## config.mk

```make
export PLATFORM = sky130hd
export DESIGN_NAME = sar_adc_ctrl
export DESIGN_NICKNAME = d
export VERILOG_FILES = /design/src/rtl/sar_adc_pkg.sv /design/src/rtl/sar_datapath.sv /design/src/rtl/sar_control.sv /design/src/rtl/sar_adc_ctrl.sv
export SDC_FILE = /design/constraint.sdc
export NUM_CORES = 1
export LEC_CHECK = 0
export CAP_MARGIN = 40
export CORE_MARGIN = 4
export CORE_UTILIZATION = 43
export DETAILED_ROUTE_END_ITERATION = 6
export PLACE_DENSITY = 0.69
export SETUP_SLACK_MARGIN = 0.05
export SLEW_MARGIN = 20
export SYNTH_ARGS = -nofsm -noshare
export SYNTH_HDL_FRONTEND = slang
export SYNTH_HIERARCHICAL = 1
export SYNTH_SLANG_ARGS = --single-unit
```

## constraint.sdc

```tcl
create_clock -name clk -period 1.8 [get_ports clk]
set_input_delay 0.27 -clock clk [delete_from_list [all_inputs] [get_ports clk]]
set_output_delay 0.27 -clock clk [all_outputs]
set_load 0.05 [all_outputs]
```

## src/rtl/sar_adc_pkg.sv

```systemverilog
package sar_adc_pkg;
  localparam int ADDR_W = 2;
  localparam logic [ADDR_W-1:0] ADDR_CTRL = 2'd0;
  localparam logic [ADDR_W-1:0] ADDR_RES1 = 2'd1;
  localparam logic [ADDR_W-1:0] ADDR_RES2 = 2'd2;
  localparam int BIT_DONE = 3;
  localparam int BIT_GROUP = 4;
  localparam int BIT_WIDTH = 7;

  typedef struct packed {
    logic start;
    logic decide;
    logic mode8;
  } sarStrobe_t;
endpackage

```

## src/rtl/sar_datapath.sv

```systemverilog
module sar_datapath
  import sar_adc_pkg::*;
#(
  parameter int RES_W = 10,
  parameter int NARROW_W = 8
) (
  input  logic             clk,
  input  logic             rstN,
  input  sarStrobe_t       strobe,
  input  logic             cmpHigh,
  output logic [RES_W-1:0] trialCode,
  output logic [RES_W-1:0] resultQ,
  output logic             resMode8Q,
  output logic             convMode8Q,
  output logic             lastBit
);
  localparam int SHIFT = RES_W - NARROW_W;
  localparam int PTR_W = $clog2(RES_W);
  localparam logic [RES_W-1:0] WIDE_MSB = RES_W'(1) << (RES_W - 1);
  localparam logic [RES_W-1:0] NARROW_MSB = RES_W'(1) << (NARROW_W - 1);
  localparam logic [PTR_W-1:0] WIDE_TOP = PTR_W'(RES_W - 1);
  localparam logic [PTR_W-1:0] NARROW_TOP = PTR_W'(NARROW_W - 1);

  logic [RES_W-1:0] codeQ;
  logic [RES_W-1:0] nextCode;
  logic [PTR_W-1:0] ptrQ;
  logic [RES_W-1:0] narrowLevel;

  assign lastBit = (ptrQ == '0);

  always_comb begin
    nextCode = codeQ;
    if (!cmpHigh) nextCode[ptrQ] = 1'b0;
    if (ptrQ != '0) nextCode[ptrQ - PTR_W'(1)] = 1'b1;
  end

  always_ff @(posedge clk) begin
    if (!rstN) begin
      codeQ      <= '0;
      ptrQ       <= '0;
      resultQ    <= '0;
      resMode8Q  <= 1'b0;
      convMode8Q <= 1'b0;
    end else if (strobe.start) begin
      convMode8Q <= strobe.mode8;
      codeQ      <= strobe.mode8 ? NARROW_MSB : WIDE_MSB;
      ptrQ       <= strobe.mode8 ? NARROW_TOP : WIDE_TOP;
    end else if (strobe.decide) begin
      codeQ <= nextCode;
      if (ptrQ != '0) begin
        ptrQ <= ptrQ - PTR_W'(1);
      end else begin
        resultQ   <= nextCode;
        resMode8Q <= convMode8Q;
      end
    end
  end

  generate
    if (SHIFT > 0) begin : g_halfStep
      localparam logic [RES_W-1:0] HALF_STEP = RES_W'(1) << (SHIFT - 1);
      logic [RES_W-1:0] scaled;
      assign scaled = RES_W'(codeQ[NARROW_W-1:0]) << SHIFT;
      assign narrowLevel = (codeQ[NARROW_W-1:0] == '0) ? '0 : scaled - HALF_STEP;
    end else begin : g_plain
      assign narrowLevel = codeQ;
    end
  endgenerate

  assign trialCode = convMode8Q ? narrowLevel : codeQ;
endmodule

```

## src/rtl/sar_control.sv

```systemverilog
module sar_control
  import sar_adc_pkg::*;
#(
  parameter int RES_W = 10,
  parameter int DATA_W = 8,
  parameter int CHAN_W = 4
) (
  input  logic              clk,
  input  logic              rstN,
  input  logic              wrEn,
  input  logic              rdEn,
  input  logic [ADDR_W-1:0] addr,
  input  logic [DATA_W-1:0] wrData,
  output logic [DATA_W-1:0] rdData,
  input  logic [RES_W-1:0]  resultQ,
  input  logic              resMode8Q,
  input  logic              lastBit,
  output sarStrobe_t        strobe,
  output logic [CHAN_W-1:0] chanSel,
  output logic [1:0]        outEn,
  output logic              irq,
  output logic              busyQ,
  output logic              doneQ
);
  localparam int LOW_W = CHAN_W - 1;
  localparam int HI_W = RES_W - DATA_W;
  localparam int PAD_W = DATA_W - 1 - HI_W;

  logic [LOW_W-1:0] chanLoQ;
  logic             groupQ;
  logic [1:0]       enableQ;
  logic             modeQ;
  logic             phaseQ;
  logic             lowFirstQ;
  logic             irqQ;
  logic [CHAN_W-1:0] chanSelQ;

  logic startW, decideW, finishW, ctrlWrite;

  assign ctrlWrite = wrEn && (addr == ADDR_CTRL);
  assign startW    = ctrlWrite && !wrData[BIT_DONE];
  assign decideW   = busyQ && phaseQ && !startW;
  assign finishW   = decideW && lastBit;

  assign strobe = '{start: startW, decide: decideW, mode8: modeQ};

  always_ff @(posedge clk) begin
    if (!rstN) begin
      chanLoQ   <= '0;
      groupQ    <= 1'b0;
      enableQ   <= '0;
      modeQ     <= 1'b0;
      doneQ     <= 1'b1;
      busyQ     <= 1'b0;
      phaseQ    <= 1'b0;
      lowFirstQ <= 1'b0;
      irqQ      <= 1'b0;
      chanSelQ  <= '0;
    end else begin
      irqQ <= finishW;
      if (ctrlWrite) begin
        chanLoQ <= wrData[LOW_W-1:0];
        groupQ  <= wrData[BIT_GROUP];
        enableQ <= wrData[DATA_W-1 -: 2];
      end
      if (wrEn && (addr == ADDR_RES2)) modeQ <= wrData[BIT_WIDTH];
      if (startW) begin
        chanSelQ <= {wrData[BIT_GROUP], wrData[LOW_W-1:0]};
        busyQ    <= 1'b1;
        doneQ    <= 1'b0;
        phaseQ   <= 1'b0;
      end else if (finishW) begin
        busyQ  <= 1'b0;
        doneQ  <= 1'b1;
        phaseQ <= 1'b0;
      end else if (busyQ) begin
        phaseQ <= ~phaseQ;
      end
      if (startW) lowFirstQ <= 1'b0;
      else if (rdEn && (addr == ADDR_RES2)) lowFirstQ <= 1'b1;
      else if (rdEn && (addr == ADDR_RES1)) lowFirstQ <= 1'b0;
    end
  end

  always_comb begin
    rdData = '0;
    case (addr)
      ADDR_CTRL: rdData = {enableQ, 1'b0, groupQ, doneQ, chanLoQ};
      ADDR_RES1: rdData = (resMode8Q || lowFirstQ) ? resultQ[DATA_W-1:0]
                                                   : resultQ[RES_W-1 -: DATA_W];
      ADDR_RES2: rdData = {modeQ, {PAD_W{1'b0}}, resultQ[RES_W-1:DATA_W]};
      default:   rdData = '0;
    endcase
  end

  assign chanSel = chanSelQ;
  assign outEn   = enableQ;
  assign irq     = irqQ;
endmodule

```

## src/rtl/sar_adc_ctrl.sv

```systemverilog
module sar_adc_ctrl
  import sar_adc_pkg::*;
#(
  parameter int RES_W = 10,
  parameter int NARROW_W = 8,
  parameter int DATA_W = 8,
  parameter int CHAN_W = 4
) (
  input  logic              clk,
  input  logic              rstN,
  input  logic              wrEn,
  input  logic              rdEn,
  input  logic [1:0]        addr,
  input  logic [DATA_W-1:0] wrData,
  output logic [DATA_W-1:0] rdData,
  input  logic              cmpHigh,
  output logic [RES_W-1:0]  trialCode,
  output logic [CHAN_W-1:0] chanSel,
  output logic [1:0]        outEn,
  output logic              irq
);
  sarStrobe_t       strobe;
  logic [RES_W-1:0] resultQ;
  logic             resMode8Q;
  logic             convMode8Q;
  logic             lastBit;
  logic             busyQ;
  logic             doneQ;

  sar_control #(.RES_W(RES_W), .DATA_W(DATA_W), .CHAN_W(CHAN_W)) u_control (
    .clk(clk), .rstN(rstN), .wrEn(wrEn), .rdEn(rdEn), .addr(addr),
    .wrData(wrData), .rdData(rdData), .resultQ(resultQ), .resMode8Q(resMode8Q),
    .lastBit(lastBit), .strobe(strobe), .chanSel(chanSel), .outEn(outEn),
    .irq(irq), .busyQ(busyQ), .doneQ(doneQ)
  );

  sar_datapath #(.RES_W(RES_W), .NARROW_W(NARROW_W)) u_datapath (
    .clk(clk), .rstN(rstN), .strobe(strobe), .cmpHigh(cmpHigh),
    .trialCode(trialCode), .resultQ(resultQ), .resMode8Q(resMode8Q),
    .convMode8Q(convMode8Q), .lastBit(lastBit)
  );
endmodule

```

; Yosys cells after proc, flatten, opt, wreduce, memory -nomap -nowiden
; Index checks and enable logic that the tools add are counted.
[word_totals]
register_bits = 42
latch_bits = 0
mem_bits_rw = 0
mem_bits_ro = 0
mem_count = 0
[classes]
add_sub_neg = 2
multipliers = 0
div_mod_pow = 0
order_cmp = 4
n_eq_ne = 2
shift = 0
muxes = 23
bitwise_logic = 7
reduce_logical = 25
[op_table]
columns = operator, n
row1 = 10-bit two-way mux, 7
row2 = 8-bit case mux with 3 select lines, 1
row3 = 4-bit two-way mux, 4
row4 = 10-bit bitwise AND, 1
row5 = 1-bit logical AND, 10
row6 = 4-bit by 5-bit < comparator with 1-bit output (second input constant), 2
row7 = 10-bit NOT, 1
row8 = 10-bit bitwise OR, 1
row9 = 10-bit by 2-bit subtractor with 10-bit output (second input constant), 1
row10 = 1-bit demux with 4-bit select, 2
row11 = 4-bit by 1-bit >= comparator with 1-bit output (second input constant), 2
row12 = 8-bit zero test, 1
row13 = 1-bit two-way mux, 8
row14 = 8-bit two-way mux, 1
row15 = 2-bit nonzero test, 4
row16 = 4-bit zero test, 1
row17 = 1-bit NOT, 4
row18 = 4-bit nonzero test, 1
row19 = 4-bit by 1-bit subtractor with 4-bit output (second input constant), 1
row20 = 3-bit AND reduction, 1
row21 = 3-bit OR reduction, 1
row22 = 2-bit by 1-bit == test with 1-bit output (second input constant), 1
row23 = 2-bit == test (second input constant), 1
row24 = 1-bit zero test, 2
row25 = 4 further kinds, 4

; Logic depth before layout (Yosys ltp)
[depth]
word_depth = 11
depth_mapped = 10

; Hierarchy
; Netlist, hierarchy kept.
[by_module_without_submodules]
columns = module, instances, cells_per_inst, area_each_um2, seq_area_each_um2
row1 = sar_datapath, 1, 202, 1564.0, 520.5
row2 = sar_control, 1, 101, 873.3, 320.3

; Worst setup path before layout
; Ideal clock, no wire load.
[synth_timing]
path_type = reg2out
startpoint = register u_datapath.codeQ[0]
endpoint = output port trialCode[6]
t_arrival_ns = 2.359
required_time_ns = 1.530
setup_slack_ns = -0.829
stages_incl_launch_ff = 7
path_cell_list = dfxtp_1 -> inv_1 -> ha_1 -> inv_1 -> or3_1 -> xnor2_1 -> a211oi_1
[synth_via]
elab_chain_len = 3
elab_cells_between_ends = 4
[synth_rtl]
columns = item, line
row1 = "start, declared", sar_datapath.sv:24  ; logic [RES_W-1:0] codeQ;
row2 = "start signal, assigned", sar_datapath.sv:46  ; codeQ <= strobe.mode8 ? NARROW_MSB : WIDE_MSB;
row3 = "start signal, assigned", sar_datapath.sv:49  ; codeQ <= nextCode;
row4 = 10-bit by 2-bit subtractor with 10-bit output / 8-bit zero test (equally long branches), sar_datapath.sv:64  ; assign narrowLevel = (codeQ[NARROW_W-1:0] == '0) ? '0 : scaled - HALF_STEP;
row5 = 10-bit two-way mux (*), sar_datapath.sv:64
row6 = 10-bit two-way mux (*), sar_datapath.sv:70  ; assign trialCode = convMode8Q ? narrowLevel : codeQ;
row7 = "end, declared", sar_adc_ctrl.sv:17  ; output logic [RES_W-1:0] trialCode,
; Mark *: on every way between the ends. The rest lies on a longest branch, timed or not.

; Worst setup path after layout
; Same ends and word-level chain as after synthesis.

==> out/qor.yml <==
clock_network:
  cts_made_buffers: 5
  cts.clk_slew.worst_paths_ns: 0.08
  clock_sinks: 42
  clk_latency_ns: 0.29
  cts_tree: "done"
  htree_levels: 2
  cts_max_path_buffers: 2
  cts_root_buf: "clkbuf_8"
  holdBufCountCts: 0
routing:
  drtIter0Drc: 207
  vias: 2488
  dr.max_layer_used: "met4"
  postRouteWirelength_um: 7150
  drt.antenna.violating_nets: 0
  wl_met3_um: 399
  wire_per_inst_um: 15.8
  via_per_inst: 5.52
  first_pass_iters: 4
  met2_length_um: 3590
  drc: 0
  wl_met1_um: 3090
sta:
  period_minus_slack_ns: 2.04
  max_freq_mhz: 490
  setup_ws_ns: -0.241
  drv_slew: 0
  final_hold_viol_count: 0
  rsz0062_at_grt: "true"
  worst_pin_slew_ns: 0.508
  min_period_over_period_pct: 113
  max_slew_margin_pct: 66.1
  fin_skew_ns: 0.00556
  timing.hold.ws_ns: 0.460
  setup_viol: 10
global_routing:
  antenna_found_initial: 0
  first_global_vias: 2389
  grt_usage_pct: 20.1
  grt_max_degree: 28
  grt_pass1_wl_um: 11500
  overflow: 0
pwr:
  p_leak_nw: 1.41
  ir_worst_vdd_uv: 353
  pwr_density_cell_mw_per_mm2: 507
  finalPower_w: 0.00190
hold_path:
  worstHoldPathType: "reg2reg"
logic_synthesis:
  synth_simple_gate_area_share_pct: 26.5
  yosysTopAreaCell: "dfxtp_1"
  ys_ff_latch: 42
  synth_mux_area_share_pct: 7.14
  synthAdderAreaFrac_pct: 3.08
  synth_top_area_share_pct: 34.5
  synth_ff_type: "dfxtp_1"
  synth_top_family_by_area: "simple AND/OR/NAND/NOR gates"
  async_flop_share_pct: 0
  synth-compound-area-share_pct: 19.8
  ys_seq_area_share_pct: 34.5
  syn-instance-count: 303
  synth_edf_count: 0
  yosysWarnings: 6
  synth_cell_types: 46
  synth.area.top_cells: "dfxtp_1 34%, mux2i_1 5.7%, nand2_1 5.7%"
  synth_area_per_cell_um2: 8.04
  syn-cell-area_mm2: 0.00244
  synth_common_cells: "42 x dfxtp_1, 37 x nand2_1, 29 x nor2_1"
  yosysMostFrequentCell: "dfxtp_1"
  syn-num-nets: 324
  synth_xor_area_share_pct: 2.52
worst_setup_path:
  crit_path_end_kind: "output pin"
  slowest_delay_ns: 0.33
  critPathLaunchType: "register"
  arrival_ns: 1.77
  crit_chain: "inv_2 -> ha_4 -> inv_1 -> or3_4 -> xnor2_2 -> a211oi_4 -> buf_12"
  crit_type: "reg2out"
  cp_max_fo: 2
  crit_buf_inv: 3
  required_ns: 1.53
  critPathTopFamily: "flip-flops"
  cpMaxStageDelayCell: "dfxtp_2"
floorplan:
  die_x_um: 83.3
  initial_core_util_pct: 44.3
  die-area_mm2: 0.00694
  pin_count: 40
  die_height_um: 83.3
  num_rows: 27
  core_area_mm2: 0.00551
layout:
  antenna_cells: 0
  fin_nets: 399
  fin_util_pct: 67.9
  area_growth_pct: 53.5
  drive_gt1_share_pct: 35.6
  stdcell_area_mm2: 0.00374
placed_design:
  gp_congestion: 0.856
  dp_hpwl_um: 5210
  io_buffers: 38
  placed_area_mm2: 0.00342
run_status:
  violations: "negative setup slack"
  outcome: "complete, but fails checks"
flow_run:
  cap_violations: 0
## power breakdown
group	switching, W	internal, W	total [W]
logic	0.000168	0.000165	0.000333
registers	0.0000194	0.000942	0.000962
clock network	0.000329	0.000274	0.000603
## cells by family (layout without fill, tap and decap cells)
family          Yosys count  in the layout
simple gates            121            122
compound gates           78             78
flops                    42             42
buf+inv                  32            107
mux                      17             17
xor+xnor                  7              7
fa+ha+maj                 6              6
## final timing paths
kind | from | endpoint | slack (ns) | cells past startpoint
max | u_datapath/codeQ[0] | trialCode[6] | -0.24 | 7
min | u_control/chanSel[1] | u_control/chanSel[1] | 0.46 | 2
max reg2reg | u_datapath/ptrQ[1] | u_datapath/codeQ[1] | 0.16 | 5
min reg2reg | u_control/chanSel[1] | u_control/chanSel[1] | 0.46 | 2
## worst reg2reg max path: stages (launching register included)
cell,delay (ns)
dfxtp_1,0.31
buf_4,0.15
or3_1,0.37
a32o_1,0.33
a221oi_2,0.28
a211oi_1,0.08
## metrics by stage
stage                     setup WS [ns]  std cells  TNS, ns
after CTS                        -0.243        445    -1.39
after global routing             -0.301        451    -2.23
final                            -0.241        451    -1.59
after detailed placement         -0.158        433    -3.26
after floorplan                  -0.203        303   -0.446
after global placement           -0.142        433    -2.08
## registers in the layout, indices dropped and copies added (netlist names)
register               count
u_control/busyQ            1
u_control/groupQ           1
u_datapath/convMode8Q      1
u_control/phaseQ           1
u_datapath/ptrQ            4
u_control/modeQ            1
u_control/doneQ            1
u_control/chanLoQ          3
u_control/chanSel          4
u_control/outEn            2
u_control/lowFirstQ        1
u_control/irq              1
u_datapath/resMode8Q       1
u_datapath/resultQ        10
u_datapath/codeQ          10
## placed cells by master (no fill, tap or decap), drive strengths merged, types with 3 or more instances in the layout
| cell | instances |
|---|---|
| clkbuf | 6 |
| mux2 | 3 |
| nor2b | 12 |
| a31oi | 5 |
| inv | 10 |
| or3 | 3 |
| a311oi | 6 |
| xnor2 | 7 |
| clkdlybuf4s50 | 16 |
| a21oi | 24 |
| o22ai | 6 |
| o21ai | 19 |
| nand2b | 4 |
| ha | 6 |
| a211oi | 10 |
| nor3b | 5 |
| dfxtp | 42 |
| buf | 70 |
| a21boi | 3 |
| nor3 | 8 |
| nor2 | 30 |
| nand3 | 11 |
| nand2 | 37 |
| mux2i | 14 |
## metal layers
| metal | vias to the layer above | track usage (%) |
|---|---|---|
| met5 | - | 0 |
| met1 | 1187 | 25.7 |
| li1 | 1219 | - |
| met4 | 0 | 5.20 |
| met3 | 4 | 3.87 |
| met2 | 78 | 34.6 |
## cell type report
type / instances / area [um2]
fill: 419 / 1770
multi-input combinational: 230 / 1700
timing repair buffer: 89 / 968
sequential: 42 / 856
tap: 72 / 90.1
clock buffer: 6 / 72.6
inverter: 10 / 37.5
clock inverter: 2 / 13.8
## repair_timing
action	4_1_cts	5_1_grt
pin swaps	12	12
setup endpoints to repair	17	36
gates cloned	0	1
buffers inserted	4	6
resized for setup	32	19
Power figures use the tool's default switching activity.
